### src/rtl/regseq_pkg.sv
package regseq_pkg;
  typedef enum logic [1:0] {
    KIND_WRITE = 2'd0,
    KIND_SETF  = 2'd1,
    KIND_WAIT  = 2'd2,
    KIND_DELAY = 2'd3
  } req_kind_e;

  localparam int MAX_CMD_BYTES = 10;
  localparam int LEN_W         = 4;

  localparam logic [7:0] OP_DATA_SHORT = 8'h42;
  localparam logic [7:0] OP_DATA_LONG  = 8'hE2;
  localparam logic [7:0] OP_ADDR_SHORT = 8'h40;
  localparam logic [7:0] OP_ADDR_LONG  = 8'hE0;
  localparam logic [7:0] OP_SETF_BASE  = 8'h80;
  localparam logic [7:0] OP_SETF_STEP  = 8'h20;
  localparam logic [7:0] OP_WAIT       = 8'h5F;
  localparam logic [7:0] FILL_BYTE     = 8'h7F;

  localparam logic [31:0] NS_PER_US = 32'd1000;

  // Delay byte: microseconds kept to 8 bits, then scaled by powers of four.
  function automatic logic [7:0] delay_code(input logic [31:0] ns);
    logic [31:0] us_full;
    logic [7:0]  cnt;
    logic [1:0]  sh;
    us_full = ns / NS_PER_US;
    cnt     = us_full[7:0];
    sh      = 2'd0;
    for (int i = 0; i < 3; i++) begin
      if (cnt > 8'd3) begin
        cnt = cnt >> 2;
        sh  = sh + 2'd1;
      end
    end
    return {4'b0000, sh, cnt[1:0]};
  endfunction
endpackage

### src/rtl/regseq_cmd_build.sv
module regseq_cmd_build
  import regseq_pkg::*;
(
  input  logic [1:0]                         kind,
  input  logic [31:0]                        addr,
  input  logic [31:0]                        data,
  input  logic [7:0]                         flag,
  input  logic [7:0]                         val,
  input  logic [31:0]                        last_addr,
  input  logic [31:0]                        last_data,
  output logic [MAX_CMD_BYTES-1:0][7:0]      cmd_bytes,
  output logic [LEN_W-1:0]                   cmd_len
);
  logic [LEN_W-1:0] n;
  logic [7:0]       setf_byte;

  always_comb begin
    setf_byte = OP_SETF_BASE + flag;
    if (!val[7])            setf_byte = setf_byte + OP_SETF_STEP;
    if (!val[7] && val != 8'd0) setf_byte = setf_byte + OP_SETF_STEP;
  end

  always_comb begin
    cmd_bytes = '0;
    n         = '0;
    unique case (req_kind_e'(kind))
      KIND_WRITE: begin
        if (data != last_data) begin
          if (data[31:16] == last_data[31:16]) begin
            cmd_bytes[0] = OP_DATA_SHORT;
            cmd_bytes[1] = data[7:0];
            cmd_bytes[2] = data[15:8];
            n = 4'd3;
          end else begin
            cmd_bytes[0] = OP_DATA_LONG;
            cmd_bytes[1] = data[7:0];
            cmd_bytes[2] = data[15:8];
            cmd_bytes[3] = data[23:16];
            cmd_bytes[4] = data[31:24];
            n = 4'd5;
          end
        end
        if (addr[31:16] == last_addr[31:16]) begin
          cmd_bytes[n]        = OP_ADDR_SHORT;
          cmd_bytes[n + 4'd1] = addr[7:0];
          cmd_bytes[n + 4'd2] = addr[15:8];
          n = n + 4'd3;
        end else begin
          cmd_bytes[n]        = OP_ADDR_LONG;
          cmd_bytes[n + 4'd1] = addr[7:0];
          cmd_bytes[n + 4'd2] = addr[15:8];
          cmd_bytes[n + 4'd3] = addr[23:16];
          cmd_bytes[n + 4'd4] = addr[31:24];
          n = n + 4'd5;
        end
      end
      KIND_SETF: begin
        cmd_bytes[0] = setf_byte;
        n = 4'd1;
      end
      KIND_WAIT: begin
        cmd_bytes[0] = OP_WAIT;
        cmd_bytes[1] = flag;
        cmd_bytes[2] = val;
        n = 4'd3;
      end
      KIND_DELAY: begin
        cmd_bytes[0] = delay_code(data);
        n = 4'd1;
      end
      default: n = '0;
    endcase
  end

  assign cmd_len = n;
endmodule

### src/rtl/regseq_emitter.sv
module regseq_emitter
  import regseq_pkg::*;
(
  input  logic                          clk,
  input  logic                          rst_n,
  input  logic                          clear,
  input  logic                          in_valid,
  output logic                          in_ready,
  input  logic [MAX_CMD_BYTES-1:0][7:0] in_bytes,
  input  logic [LEN_W-1:0]              in_len,
  output logic                          wr_en,
  output logic [7:0]                    wr_byte
);
  logic                          busy;
  logic [LEN_W-1:0]              idx;
  logic [LEN_W-1:0]              len;
  logic [MAX_CMD_BYTES-1:0][7:0] hold;

  assign in_ready = !busy && !clear;

  always_ff @(posedge clk) begin
    if (!rst_n || clear) begin
      busy <= 1'b0;
      idx  <= '0;
      len  <= '0;
      hold <= '0;
    end else if (!busy) begin
      if (in_valid) begin
        hold <= in_bytes;
        len  <= in_len;
        idx  <= '0;
        busy <= (in_len != '0);
      end
    end else begin
      idx <= idx + 4'd1;
      if (idx == len - 4'd1) busy <= 1'b0;
    end
  end

  assign wr_en   = busy;
  assign wr_byte = hold[idx];
endmodule

### src/rtl/regseq_prog_buf.sv
module regseq_prog_buf
  import regseq_pkg::*;
#(
  parameter int CAP_WORDS = 64,
  localparam int BUF_BYTES = 4 * CAP_WORDS,
  localparam int BUF_AW    = $clog2(BUF_BYTES),
  localparam int WORD_W    = $clog2(CAP_WORDS),
  localparam int CNT_W     = BUF_AW + 2
) (
  input  logic              clk,
  input  logic              rst_n,
  input  logic              clear,
  input  logic              wr_en,
  input  logic [7:0]        wr_byte,
  input  logic [WORD_W-1:0] rd_idx,
  output logic [31:0]       rd_word,
  output logic [CNT_W-1:0]  byte_cnt
);
  logic [7:0] mem [BUF_BYTES];
  logic [CNT_W-1:0] cnt;

  always_ff @(posedge clk) begin
    if (!rst_n || clear) begin
      cnt <= '0;
      for (int i = 0; i < BUF_BYTES; i++) mem[i] <= FILL_BYTE;
    end else if (wr_en) begin
      if (cnt < CNT_W'(BUF_BYTES)) mem[cnt[BUF_AW-1:0]] <= wr_byte;
      if (cnt != {CNT_W{1'b1}}) cnt <= cnt + 1'b1;
    end
  end

  generate
    for (genvar b = 0; b < 4; b++) begin : g_lane
      assign rd_word[8*b +: 8] = mem[{rd_idx, 2'(b)}];
    end
  endgenerate

  assign byte_cnt = cnt;
endmodule

### src/rtl/regseq_encoder.sv
module regseq_encoder
  import regseq_pkg::*;
#(
  parameter int CAP_WORDS = 64,
  localparam int BUF_BYTES = 4 * CAP_WORDS,
  localparam int BUF_AW    = $clog2(BUF_BYTES),
  localparam int WORD_W    = $clog2(CAP_WORDS),
  localparam int CNT_W     = BUF_AW + 2
) (
  input  logic              clk,
  input  logic              rst_n,
  input  logic              clear_i,
  input  logic              req_valid,
  output logic              req_ready,
  input  logic [1:0]        req_kind,
  input  logic [31:0]       req_addr,
  input  logic [31:0]       req_data,
  input  logic [7:0]        req_flag,
  input  logic [7:0]        req_val,
  input  logic              finish_i,
  input  logic [WORD_W-1:0] rd_idx,
  output logic [31:0]       rd_word,
  output logic [CNT_W-1:0]  prog_words,
  output logic              exec_go,
  output logic              prog_overflow
);
  logic [31:0]                   last_addr, last_data;
  logic [MAX_CMD_BYTES-1:0][7:0] cmd_bytes;
  logic [LEN_W-1:0]              cmd_len;
  logic                          wr_en;
  logic [7:0]                    wr_byte;
  logic [CNT_W-1:0]              byte_cnt;
  logic [CNT_W-1:0]              words_now;
  logic                          accept;

  assign accept = req_valid && req_ready;

  regseq_cmd_build u_build (
    .kind      (req_kind),
    .addr      (req_addr),
    .data      (req_data),
    .flag      (req_flag),
    .val       (req_val),
    .last_addr (last_addr),
    .last_data (last_data),
    .cmd_bytes (cmd_bytes),
    .cmd_len   (cmd_len)
  );

  regseq_emitter u_emit (
    .clk      (clk),
    .rst_n    (rst_n),
    .clear    (clear_i),
    .in_valid (req_valid),
    .in_ready (req_ready),
    .in_bytes (cmd_bytes),
    .in_len   (cmd_len),
    .wr_en    (wr_en),
    .wr_byte  (wr_byte)
  );

  regseq_prog_buf #(.CAP_WORDS(CAP_WORDS)) u_buf (
    .clk      (clk),
    .rst_n    (rst_n),
    .clear    (clear_i),
    .wr_en    (wr_en),
    .wr_byte  (wr_byte),
    .rd_idx   (rd_idx),
    .rd_word  (rd_word),
    .byte_cnt (byte_cnt)
  );

  // Remembered values start at all ones so the first write takes long forms.
  always_ff @(posedge clk) begin
    if (!rst_n || clear_i) begin
      last_addr <= '1;
      last_data <= '1;
    end else if (accept && req_kind_e'(req_kind) == KIND_WRITE) begin
      last_addr <= req_addr;
      last_data <= req_data;
    end
  end

  assign words_now = (byte_cnt >> 2) + 1'b1;

  always_ff @(posedge clk) begin
    if (!rst_n || clear_i) begin
      prog_words    <= '0;
      prog_overflow <= 1'b0;
      exec_go       <= 1'b0;
    end else begin
      exec_go <= 1'b0;
      if (finish_i && !wr_en) begin
        prog_words <= words_now;
        if (words_now > CNT_W'(CAP_WORDS)) begin
          prog_overflow <= 1'b1;
        end else begin
          prog_overflow <= 1'b0;
          exec_go       <= 1'b1;
        end
      end
    end
  end
endmodule

### config.mk
export PLATFORM = sky130hd
export DESIGN_NAME = regseq_encoder
export DESIGN_NICKNAME = d
export VERILOG_FILES = /design/src/rtl/regseq_pkg.sv /design/src/rtl/regseq_cmd_build.sv /design/src/rtl/regseq_emitter.sv /design/src/rtl/regseq_prog_buf.sv /design/src/rtl/regseq_encoder.sv
export SDC_FILE = /design/constraint.sdc
export NUM_CORES = 2
export LEC_CHECK = 0
export BUFFER_PORTS_ARGS = -buffer_cell sky130_fd_sc_hd__buf_2
export CAP_MARGIN = 20
export CORE_ASPECT_RATIO = 0.6
export CORE_MARGIN = 2
export CORE_UTILIZATION = 57
export DETAILED_ROUTE_END_ITERATION = 8
export PLACE_DENSITY = 0.8
export SYNTH_ARGS = -nofsm -noshare
export SYNTH_HDL_FRONTEND = slang
export SYNTH_SLANG_ARGS = --single-unit
### constraint.sdc
create_clock -name clk -period 15.56 [get_ports clk]
set_clock_uncertainty 0.2 [all_clocks]
set_input_delay 2.334 -clock clk [delete_from_list [all_inputs] [get_ports clk]]
set_output_delay 2.334 -clock clk [all_outputs]
set_load 0.05 [all_outputs]
==> summary.txt <==
Logic synthesis
  – Top_reg_cell synth: edfxtp_1
  – Synth warn: 0
  – Post-synth top area share: 59.2%
  – Synthesized area: 104000 sq um
  – Top post-synthesis cells by area: edfxtp_1, mux4_2, nand2_1
  – Cell variety after synth: 133
  – Synth area leader: edfxtp_1
  – Post-synth EDFFs: 2048
  – Net Count, Synth: 7943
  – Mean Syn Cell Area: 13.3 sq um
  – Cells after synthesis: 7835
  – #FFs+latches synth: 2206
  – Register area share after synthesis: 62.2%
  – Post-synth ARST share: 0%

Die
  – Ports: 138
  – Site Rows: 121
  – Die ar.: 186000 sq um
  – Initial cell density of the core: 57.3%
  – Die Y: 335 um
  – Die Wd: 555 um
  – Core Area: 181000 sq um

Critical path
  – CP Capture Type: flop
  – Crit-path most repeated cell: buf_4
  – Setup crit start: req_data[30]
  – Worst EP required: 16.10 ns
  – RR Startpoint: u_emit.idx[0]
  – CP peak stage delay: 0.61 ns
  – Crit path kind: input pin to flop
  – CP Max Fanout: 8
  – Crit-path slowest cell: or4b_4
  – Crit path launch type: input pin
  – WP data arrival: 16.72 ns

Final layout
  – Commonest non-fill, non-tap cell in the layout: nand2_1
  – Net count, final: 8409
  – Fill count: 11800
  – Area of the multi-input gates: 38100 sq um
  – Flip-flop and latch area: 64700 sq um
  – Layout cell share with drive strength beyond 1: 26.4%
  – Final cell count without fillers: 10900
  – Synth-to-layout area growth: 14.7%
  – Commonest cells after routing, fill and taps aside: nand2_1, edfxtp_1, mux4_2
  – Core Util, Final: 65.8%

Clock network
  – Total CTS buffers: 196
  – Clock sinks: 2206
  – Clock tree from TritonCTS: built
  – H-tree depth: 4
  – Worst skew pair latency: 0.86 ns
  – Maximum clock path buffer count: 4
  – CTS root buf: clkbuf_16
  – Clock transition at path regs: 0.07 ns

Detailed routing
  – Initial detailed-routing violation count: 13000
  – Residual DRC: 0
  – Met3 WL: 55400 um
  – Vias per cell: 6.91
  – Routed vias: 75000
  – DR WL/cell: 29.2 um
  – Met1 WL: 111000 um
  – DRT Pass-1 Iters: 7
  – Metal2 WL: 137000 um
  – Top Layer Used: met5
  – Routed WL: 317000 um
  – Antenna-violating nets left: 0

Global route
  – All-Layer GR Usage: 33.5%
  – Largest net degree at the start of global routing: 216
  – Initial antenna violation count: 26
  – First-pass GRT wire length: 465000 um
  – Vias in the first global route: 71300
  – Total global routing overflow: 0

Place
  – HPWL after DPL: 199000 um
  – Gpl congestion: 0.972
  – I/O Buffers: 136
  – Placed insts: 10300

Hold path
  – Hold Path Origin: u_emit.hold[45]
  – Worst Hold Class: flop to flop

STA
  – Relative slew margins: 11.4%
  – Slew at the pin closest to its max-slew limit: 1.33 ns
  – Final Max Slew Viols: 0
  – Post-layout minimum cycle time: 16.17 ns
  – Final Cycle Share: 104%
  – Final setup viols: 4
  – Final WS setup: -0.615 ns
  – Max frequency: 61.8 MHz
  – Setup TNS: -1.95 ns
  – Min Hold Slack: 0.254 ns
  – Count of final hold-check violations: 0
  – RSZ-0062 raised after global routing: true

Status
  – Outcome: finished, violations left
  – Failing checks: setup timing

Run
  – Max-cap viol count: 0
## worst paths after layout
check | end | slack, ns | depth (start not counted)
setup / recovery | u_emit.hold[0] | -0.61 | 61
hold / removal | u_emit.hold[45] | 0.25 | 2
setup reg to reg | u_buf.mem[27][2] | 10.58 | 7
hold reg to reg | u_emit.hold[45] | 0.25 | 2
## timing repair
action,in CTS,in global routing
cloned,2,0
gates resized for setup,146,145
buffers inserted,56,41
hold buffers,0,0
setup endpoints to repair,4,4
pin swaps,85,79
## critical path: cells and delay by family
| family | cells | cell delay, ns |
|---|---|---|
| and+or+nand+nor | 19 | 4.78 |
| adders and majority gates | 1 | 0.33 |
| buffers and inverters | 9 | 1.51 |
| AOI/OAI and AO/OA | 28 | 6.56 |
| muxes | 4 | 1.16 |
## flip-flops by register name, summed over array words and instances (netlist names)
signal and flops:
u_buf.mem 2048, exec_go 1, u_emit.wr_en 1, u_emit.len 4, prog_overflow 1, u_emit.hold 80
u_emit.idx 4, prog_words 9, u_buf.byte_cnt 10, last_addr 16, last_data 32
## Yosys cell counts, types with 16 or more instances
cell type,number
edfxtp_1,2048
nor2b_1,18
mux2i_1,66
o21ai_0,338
a22oi_1,26
inv_1,43
buf_1,79
o21a_1,23
mux2_2,19
xnor2_1,62
nor2_1,455
dfxtp_1,158
o21ai_1,21
buf_2,16
and2_1,33
o211ai_1,42
a21o_1,16
a22o_1,25
a31oi_1,19
and3_1,18
a222oi_1,26
nor4_1,29
nand2_1,2075
xor2_1,48
nor3_1,300
mux4_2,682
nand3_1,100
nand4_1,22
clkbuf_1,583
a21oi_1,83
a211oi_1,31
## per-layer routing
layer | vias up | GRT usage, %
met1 | 36800 | 47.9
li1 | 30300 | -
met3 | 963 | 12.0
met4 | 34 | 10.8
met5 | - | 0
met2 | 6988 | 48.1
## per-stage QoR
step / setup WS, ns / cell area, sq um
2_1_floorplan: -0.459 / 104000
3_3_place_gp: -1.06 / 110000
3_5_place_dp: -1.55 / 110000
4_1_cts: -0.0360 / 118000
5_1_grt: -1.00 / 119000
6_report: -0.615 / 119000
## final cells by class
type	count	area share [%]
clock buffers	235	4.30
diodes	10	0.0210
well taps	2398	2.52
flip-flops and latches	2206	54.3
inverters	44	0.139
clock inverters	118	1.04
multi-input cells	4900	32.0
repair buffers	953	5.75
## logic make-up after synthesis
family          Yosys count  share of synthesized area, %
compound gates          859                          5.69
xor+xnor                113                         0.974
fa+ha+maj                19                         0.222
buf+inv                 731                          2.70
flops                  2206                          62.2
mux                     772                          15.7
other cells               1                       0.00361
simple gates           3134                          12.5
Power is not shown: default switching activity piles up to over one toggle a cycle in this logic, so the estimate is an artifact.
